### src/rtl/pwm_timer_pkg.sv
package pwm_timer_pkg;
  localparam int unsigned ADDR_CTRL   = 0;
  localparam int unsigned ADDR_COUNT  = 1;
  localparam int unsigned ADDR_PERIOD = 2;
  localparam int unsigned ADDR_CHBASE = 4;
  localparam int unsigned PS_LSB      = 2;
  // channel control bit positions
  localparam int unsigned CH_SEL_LSB  = 2;
  localparam int unsigned CH_MODEA    = 4;
  localparam int unsigned CH_MODEB    = 5;
  localparam logic [1:0]  SEL_OFF     = 2'b00;
  localparam logic [1:0]  SEL_INV     = 2'b01;
endpackage

### src/rtl/pwm_prescaler.sv
module pwm_prescaler #(
  parameter int PSW = 3
) (
  input  logic           clk_i,
  input  logic           rst_ni,
  input  logic           run_i,
  input  logic [PSW-1:0] ps_i,
  output logic           tick_o
);
  localparam int DIVW = (1 << PSW) - 1;

  logic [DIVW-1:0] div_q, div_d, lim;

  always_comb begin
    lim    = DIVW'((32'd1 << ps_i) - 32'd1);
    tick_o = run_i && (div_q == lim);
    if (!run_i || tick_o) div_d = '0;
    else                  div_d = div_q + DIVW'(1);
  end

  always_ff @(posedge clk_i or negedge rst_ni) begin
    if (!rst_ni) div_q <= '0;
    else         div_q <= div_d;
  end

  assert_idle_R2: assert property (@(posedge clk_i) disable iff (!rst_ni)
    !run_i |=> (div_q == '0));
endmodule

### src/rtl/pwm_counter.sv
module pwm_counter #(
  parameter int CW = 16
) (
  input  logic          clk_i,
  input  logic          rst_ni,
  input  logic          run_i,
  input  logic          tick_i,
  input  logic          clr_i,
  input  logic          mod_wr_i,
  input  logic [CW-1:0] wdata_i,
  output logic [CW-1:0] cnt_o,
  output logic [CW-1:0] mod_o,
  output logic          wrap_o
);
  logic [CW-1:0] cnt_q, cnt_d, mod_q, mod_d, buf_q, buf_d;

  always_comb begin
    wrap_o = tick_i && (cnt_q == mod_q);
    if (clr_i)       cnt_d = '0;
    else if (wrap_o) cnt_d = '0;
    else if (tick_i) cnt_d = cnt_q + CW'(1);
    else             cnt_d = cnt_q;
    buf_d = mod_wr_i ? wdata_i : buf_q;
    if (mod_wr_i && !run_i) mod_d = wdata_i;
    else if (wrap_o)        mod_d = buf_q;
    else                    mod_d = mod_q;
  end

  always_ff @(posedge clk_i or negedge rst_ni) begin
    if (!rst_ni) begin
      cnt_q <= '0;
      mod_q <= '0;
      buf_q <= '0;
    end else begin
      cnt_q <= cnt_d;
      mod_q <= mod_d;
      buf_q <= buf_d;
    end
  end

  assign cnt_o = cnt_q;
  assign mod_o = mod_q;

  assert_stop_hold_R2: assert property (@(posedge clk_i) disable iff (!rst_ni)
    (!run_i && !clr_i) |=> $stable(cnt_q));
  assert_wrap_zero_R3: assert property (@(posedge clk_i) disable iff (!rst_ni)
    wrap_o |=> (cnt_q == '0));
  assert_mod_hold_R5: assert property (@(posedge clk_i) disable iff (!rst_ni)
    (run_i && !wrap_o) |=> $stable(mod_q));
  assert_clear_R6: assert property (@(posedge clk_i) disable iff (!rst_ni)
    clr_i |=> (cnt_q == '0));
endmodule

### src/rtl/pwm_channel.sv
module pwm_channel
  import pwm_timer_pkg::*;
#(
  parameter int CW = 16
) (
  input  logic          clk_i,
  input  logic          rst_ni,
  input  logic          run_i,
  input  logic          wrap_i,
  input  logic          ctl_wr_i,
  input  logic          cmp_wr_i,
  input  logic [CW-1:0] wdata_i,
  input  logic [CW-1:0] cnt_i,
  output logic [5:0]    ctl_o,
  output logic [CW-1:0] cmp_o,
  output logic          pwm_o
);
  logic [1:0]    sel_q, sel_d;
  logic          ma_q, ma_d, mb_q, mb_d;
  logic [CW-1:0] cmp_q, cmp_d, buf_q, buf_d;
  logic          active, raw;

  always_comb begin
    sel_d = ctl_wr_i ? wdata_i[CH_SEL_LSB +: 2] : sel_q;
    ma_d  = ctl_wr_i ? wdata_i[CH_MODEA]        : ma_q;
    mb_d  = ctl_wr_i ? wdata_i[CH_MODEB]        : mb_q;
    buf_d = cmp_wr_i ? wdata_i : buf_q;
    if (cmp_wr_i && !run_i) cmp_d = wdata_i;
    else if (wrap_i)        cmp_d = buf_q;
    else                    cmp_d = cmp_q;
    active = mb_q && (sel_q != SEL_OFF);
    raw    = cnt_i < cmp_q;
    pwm_o  = active && ((sel_q == SEL_INV) ? !raw : raw);
  end

  always_ff @(posedge clk_i or negedge rst_ni) begin
    if (!rst_ni) begin
      sel_q <= '0;
      ma_q  <= 1'b0;
      mb_q  <= 1'b0;
      cmp_q <= '0;
      buf_q <= '0;
    end else begin
      sel_q <= sel_d;
      ma_q  <= ma_d;
      mb_q  <= mb_d;
      cmp_q <= cmp_d;
      buf_q <= buf_d;
    end
  end

  assign ctl_o = {mb_q, ma_q, sel_q, 2'b00};
  assign cmp_o = cmp_q;

  assert_cmp_hold_R5: assert property (@(posedge clk_i) disable iff (!rst_ni)
    (run_i && !wrap_i) |=> $stable(cmp_q));
  assert_off_low_R8: assert property (@(posedge clk_i) disable iff (!rst_ni)
    (ctl_wr_i && !wdata_i[CH_MODEB]) |=> !pwm_o);
endmodule

### src/rtl/pwm_shared_timer.sv
module pwm_shared_timer
  import pwm_timer_pkg::*;
#(
  parameter int NCH = 4,
  parameter int CW  = 16,
  parameter int PSW = 3,
  parameter int AW  = $clog2(ADDR_CHBASE + 2 * NCH)
) (
  input  logic          clk_i,
  input  logic          rst_ni,
  input  logic          we_i,
  input  logic [AW-1:0] addr_i,
  input  logic [CW-1:0] wdata_i,
  output logic [CW-1:0] rdata_o,
  output logic [NCH-1:0] pwm_o
);
  logic [1:0]     mode_q, mode_d;
  logic [PSW-1:0] ps_q, ps_d;
  logic           run, tick, wrap, ctrl_wr, cnt_wr, mod_wr;
  logic [CW-1:0]  cnt, modv;
  logic [NCH-1:0] ctl_wr, cmp_wr;
  logic [5:0]     ctl_rd [NCH];
  logic [CW-1:0]  cmp_rd [NCH];

  assign ctrl_wr = we_i && (addr_i == AW'(ADDR_CTRL));
  assign cnt_wr  = we_i && (addr_i == AW'(ADDR_COUNT));
  assign mod_wr  = we_i && (addr_i == AW'(ADDR_PERIOD));
  assign run     = (mode_q != 2'b00);

  always_comb begin
    mode_d = ctrl_wr ? wdata_i[1:0]           : mode_q;
    ps_d   = ctrl_wr ? wdata_i[PS_LSB +: PSW] : ps_q;
  end

  always_ff @(posedge clk_i or negedge rst_ni) begin
    if (!rst_ni) begin
      mode_q <= '0;
      ps_q   <= '0;
    end else begin
      mode_q <= mode_d;
      ps_q   <= ps_d;
    end
  end

  pwm_prescaler #(.PSW(PSW)) u_pre (
    .clk_i, .rst_ni, .run_i(run), .ps_i(ps_q), .tick_o(tick)
  );

  pwm_counter #(.CW(CW)) u_cnt (
    .clk_i, .rst_ni, .run_i(run), .tick_i(tick), .clr_i(cnt_wr),
    .mod_wr_i(mod_wr), .wdata_i, .cnt_o(cnt), .mod_o(modv), .wrap_o(wrap)
  );

  for (genvar n = 0; n < NCH; n++) begin : g_ch
    assign ctl_wr[n] = we_i && (addr_i == AW'(ADDR_CHBASE + 2 * n));
    assign cmp_wr[n] = we_i && (addr_i == AW'(ADDR_CHBASE + 2 * n + 1));
    pwm_channel #(.CW(CW)) u_ch (
      .clk_i, .rst_ni, .run_i(run), .wrap_i(wrap),
      .ctl_wr_i(ctl_wr[n]), .cmp_wr_i(cmp_wr[n]), .wdata_i,
      .cnt_i(cnt), .ctl_o(ctl_rd[n]), .cmp_o(cmp_rd[n]), .pwm_o(pwm_o[n])
    );
  end

  always_comb begin
    rdata_o = '0;
    if (addr_i == AW'(ADDR_CTRL))   rdata_o = CW'({ps_q, mode_q});
    if (addr_i == AW'(ADDR_COUNT))  rdata_o = cnt;
    if (addr_i == AW'(ADDR_PERIOD)) rdata_o = modv;
    for (int n = 0; n < NCH; n++) begin
      if (addr_i == AW'(ADDR_CHBASE + 2 * n))     rdata_o = CW'(ctl_rd[n]);
      if (addr_i == AW'(ADDR_CHBASE + 2 * n + 1)) rdata_o = cmp_rd[n];
    end
  end

  assert_stop_out_R4: assert property (@(posedge clk_i) disable iff (!rst_ni)
    (!run && mod_wr) |=> (modv == $past(wdata_i)));
endmodule

### config.mk
export PLATFORM = sky130hd
export DESIGN_NAME = pwm_shared_timer
export DESIGN_NICKNAME = d
export VERILOG_FILES = /design/src/rtl/pwm_timer_pkg.sv /design/src/rtl/pwm_prescaler.sv /design/src/rtl/pwm_counter.sv /design/src/rtl/pwm_channel.sv /design/src/rtl/pwm_shared_timer.sv
export SDC_FILE = /design/constraint.sdc
export NUM_CORES = 1
export LEC_CHECK = 0
export ABC_AREA = 1
export CAP_MARGIN = 20
export CORE_AREA = 2 2 155 270
export DETAILED_ROUTE_END_ITERATION = 16
export DIE_AREA = 0 0 157 272
export DONT_BUFFER_PORTS = 1
export SETUP_SLACK_MARGIN = 0.1
export SLEW_MARGIN = 20
export SYNTH_ARGS = -nofsm -noshare
export SYNTH_HDL_FRONTEND = slang
export SYNTH_SLANG_ARGS = --single-unit
### constraint.sdc
create_clock -name clk_i -period 2.8 [get_ports clk_i]
set_input_delay 0.28 -clock clk_i [delete_from_list [all_inputs] [get_ports clk_i]]
set_output_delay 0.28 -clock clk_i [all_outputs]
set_load 0.02 [all_outputs]
==> out/metrics.cfg <==
[final_layout]
drive_gt1_frac=0.0914
syn_to_final_growth_pct=15.6
fin_area_um2=13900
fin_util=0.342
final_nets=1736

[route]
wl_um=40900
route.detailed.drc=0
ant_nets=0
via_count=10800
dr.pass1.iters=5
wire_per_inst_um=18.4
drt_iter0_markers=678
vias_per_cell=4.85

[setup_path]
required_ns=2.52
rrSetupSlack_ns=0.34
cp_max_fo=5
r2r_end=g_ch[1].u_ch.cmp_o[4]
r2r_cells=15
worstSetupStartpointType=flop
reg2reg_from=ps_q[1]
critPathCaptureType=output port
worstPathArrival_ns=2.39
path_class=reg2out

[placed_design]
pre_cts_slack_ns=0.0617
gp_routability_congestion=0.933
port_buffers=0
placed_cell_area_um2=12800
hpwl_um=30500

[grt]
grt_max_degree=205
grt_pass1_vias=10900
antenna_found_initial=4
grt_use_total=0.194
grt.busiest_layer=met2
grt.met1_usage=0.201
grt_pass1_wl_um=62800
grtUsageMet3=0.0186
gr-total-overflow=0
grtUsageMet2=0.346

[clocking]
cts_root_buffer=clkbuf_16
cts_made_buffers=20
holdBufCountCts=14
clkTransAtPathRegs_ns=0.07
clock_latency_ns=0.52
clock_path_buffers=3
cts_tree=built
htree_levels=1
clock_sinks=204

[yosys]
synth_top_cell_area_share=0.425
synth_edf_count=0
ys_async_sr_fraction=1.00
syn_area_um2=12000
synth_nets=1709
ys_seq_area_frac=0.425
synth_common_cells=553 x nand2_1, 204 x dfrtp_1, 185 x inv_1, 181 x o21ai_0, 106 x nand3_1
yosys_warnings=0
ys_types=34
synth.area.top_cells=dfrtp_1 43%, nand2_1 17%, o21ai_0 7.5%
yosysTopAreaCell=dfrtp_1
yosys_most_used_dff=dfrtp_1
synth.avg_cell_area_um2=7.39
yosysMostFrequentCell=nand2_1
netlist_instances=1623
synth_seq_cells=204

[power_and_ir_drop]
p_sw_mw=3.44
p_seq_frac=0.422
powerDensity_nw_per_um2=695
switching_share=0.357
pwr-share-comb=0.272
ir_drop_mv=0.342
p_int_mw=6.20
p_leak_nw=6.94
power_frac_clock=0.306

[floorplan]
placementRows=98
die_area_um2=42700
ios=43
core-area_um2=40600
dieHeight_um=272
start_util=0.296
die_w_um=157

[timing]
rsz0062_at_grt=true
worst_slew_margin_rel=0.383
finalCritPeriodShare=0.952
fin_skew_ns=0.0179
whs_ns=-0.534
fin_tns_setup_ns=0
timing.fmax_mhz=375
period_needed_ns=2.67
setup_ws_ns=0.133
hold_viol=204
slew_viol_final=0
finalSetupViolations=0
tightest_slew_ns=0.925

[min_path]
min_path_type=in2async

[run_status]
violations=hold timing
status=finished, violations left

[run]
cap_violations=0

[power groups by stage]
stage | sequential, mW | combinational (mW) | clock [mW]
global placement | 4.10 | 2.43 | 0
CTS | 4.06 | 2.54 | 3.01
finish | 4.07 | 2.62 | 2.95
detailed placement | 4.11 | 2.47 | 0
global route | 4.15 | 2.98 | 3.12
floorplan | 3.92 | 1.75 | 0
[cells in the final DEF (no fill, tap or decap), types with 5 or more instances in the layout]
master           n
a21oi_1         34
a21oi_2          5
a221oi_1        10
buf_12           5
buf_4           55
clkbuf_16       21
dfrtp_1        190
dfrtp_2         14
diode_2         10
dlygate4sd3_1   14
ha_1            60
inv_1          185
inv_2            9
nand2_1        549
nand2_2          5
nand3_1        105
nand4_1         28
nor2_1          60
nor2_2           5
nor2_4           6
nor3_1          10
o211ai_1        10
o21ai_0        177
o21ai_1         14
o22ai_1         23
xnor2_1         14
xor2_1          13
[state kept, by name (all words and copies together) (netlist names), 3 cells and up]
register         flops
g_ch.u_ch.buf_q     64
g_ch.u_ch.cmp_o     64
g_ch.u_ch.ma_q       4
g_ch.u_ch.mb_q       4
g_ch.u_ch.sel_q      8
ps_q                 3
u_cnt.buf_q         16
u_cnt.cnt_o         16
u_cnt.mod_o         16
u_pre.div_q          7
[area by class of cell]
cell class                 instances  area [um^2]
multi-input combinational       1152         5910
clock buffer                      25          561
sequential                       204         5120
clock inverter                    10          146
timing repair buffer              76          679
tap                              550          688
inverter                         196          736
antenna                           10         25.0
fill                            4276        26700
[cell families (layout without fill, tap and decap cells)]
kind of cell               count (synthesis)  count (layout)  share of synthesized area
AOI/OAI and AO/OA                        280             280                      0.126
xor gates and xnor gates                  27              27                     0.0197
adders and majority gates                 63              63                     0.0657
buffers and inverters                    267             307                     0.0912
DFF                                      204             204                      0.425
other                                      0              10                          0
and+or+nand+nor                          782             782                      0.272
[worst max-delay path by stage]
| stage | depth (start not counted) | start | slack [ns] | endpoint |
|---|---|---|---|---|
| 2_1_floorplan | 16 | ps_q[2] | 0.62 | g_ch[3].u_ch.cmp_o[10] |
| 3_3_place_gp | 14 | ps_q[1] | 0.13 | u_cnt.mod_o[4] |
| 3_5_place_dp | 14 | ps_q[1] | 0.06 | u_cnt.mod_o[1] |
| 4_1_cts | 10 | u_cnt.cnt_o[1] | 0.08 | pwm_o[3] |
| 5_1_grt | 11 | u_cnt.cnt_o[15] | 0.02 | pwm_o[1] |
| 6_report | 11 | u_cnt.cnt_o[15] | 0.13 | pwm_o[2] |
[routing by layer]
| metal | vias up | share of wire |
|---|---|---|
| met5 | - | 0 |
| met4 | 0 | 0.088 |
| met3 | 127 | 0.034 |
| met2 | 284 | 0.52 |
| met1 | 5063 | 0.36 |
| li1 | 5311 | - |
[critical path: stages, from the launching register on]
cell and delay [ns]:
dfrtp_2 0.46, ha_1 0.32, nand2_1 0.07, inv_1 0.05, nand3_1 0.10, nor3_2 0.14, buf_4 0.15, nand2_1 0.12
nand3_1 0.10, nand2_1 0.05, nor2_1 0.14, buf_4 0.16
[stage by stage]
step	total power [mW]	hold WS (ns)	std cells
global placement	6.52	-0.00216	2154
floorplan	5.67	-0.0156	1623
CTS	9.61	-0.553	2206
global route	10.3	-0.548	2222
detailed placement	6.59	-0.00271	2154
finish	9.64	-0.534	2223
[repair_timing]
| action | in CTS | in global routing |
|---|---|---|
| setup endpoints to repair | 48 | 88 |
| setup buffers | 3 | 7 |
| gates resized for setup | 15 | 27 |
| endpoints found under the hold margin | 230 | 204 |
| pin swaps | 0 | 6 |
(Power assumes the default switching activity.)
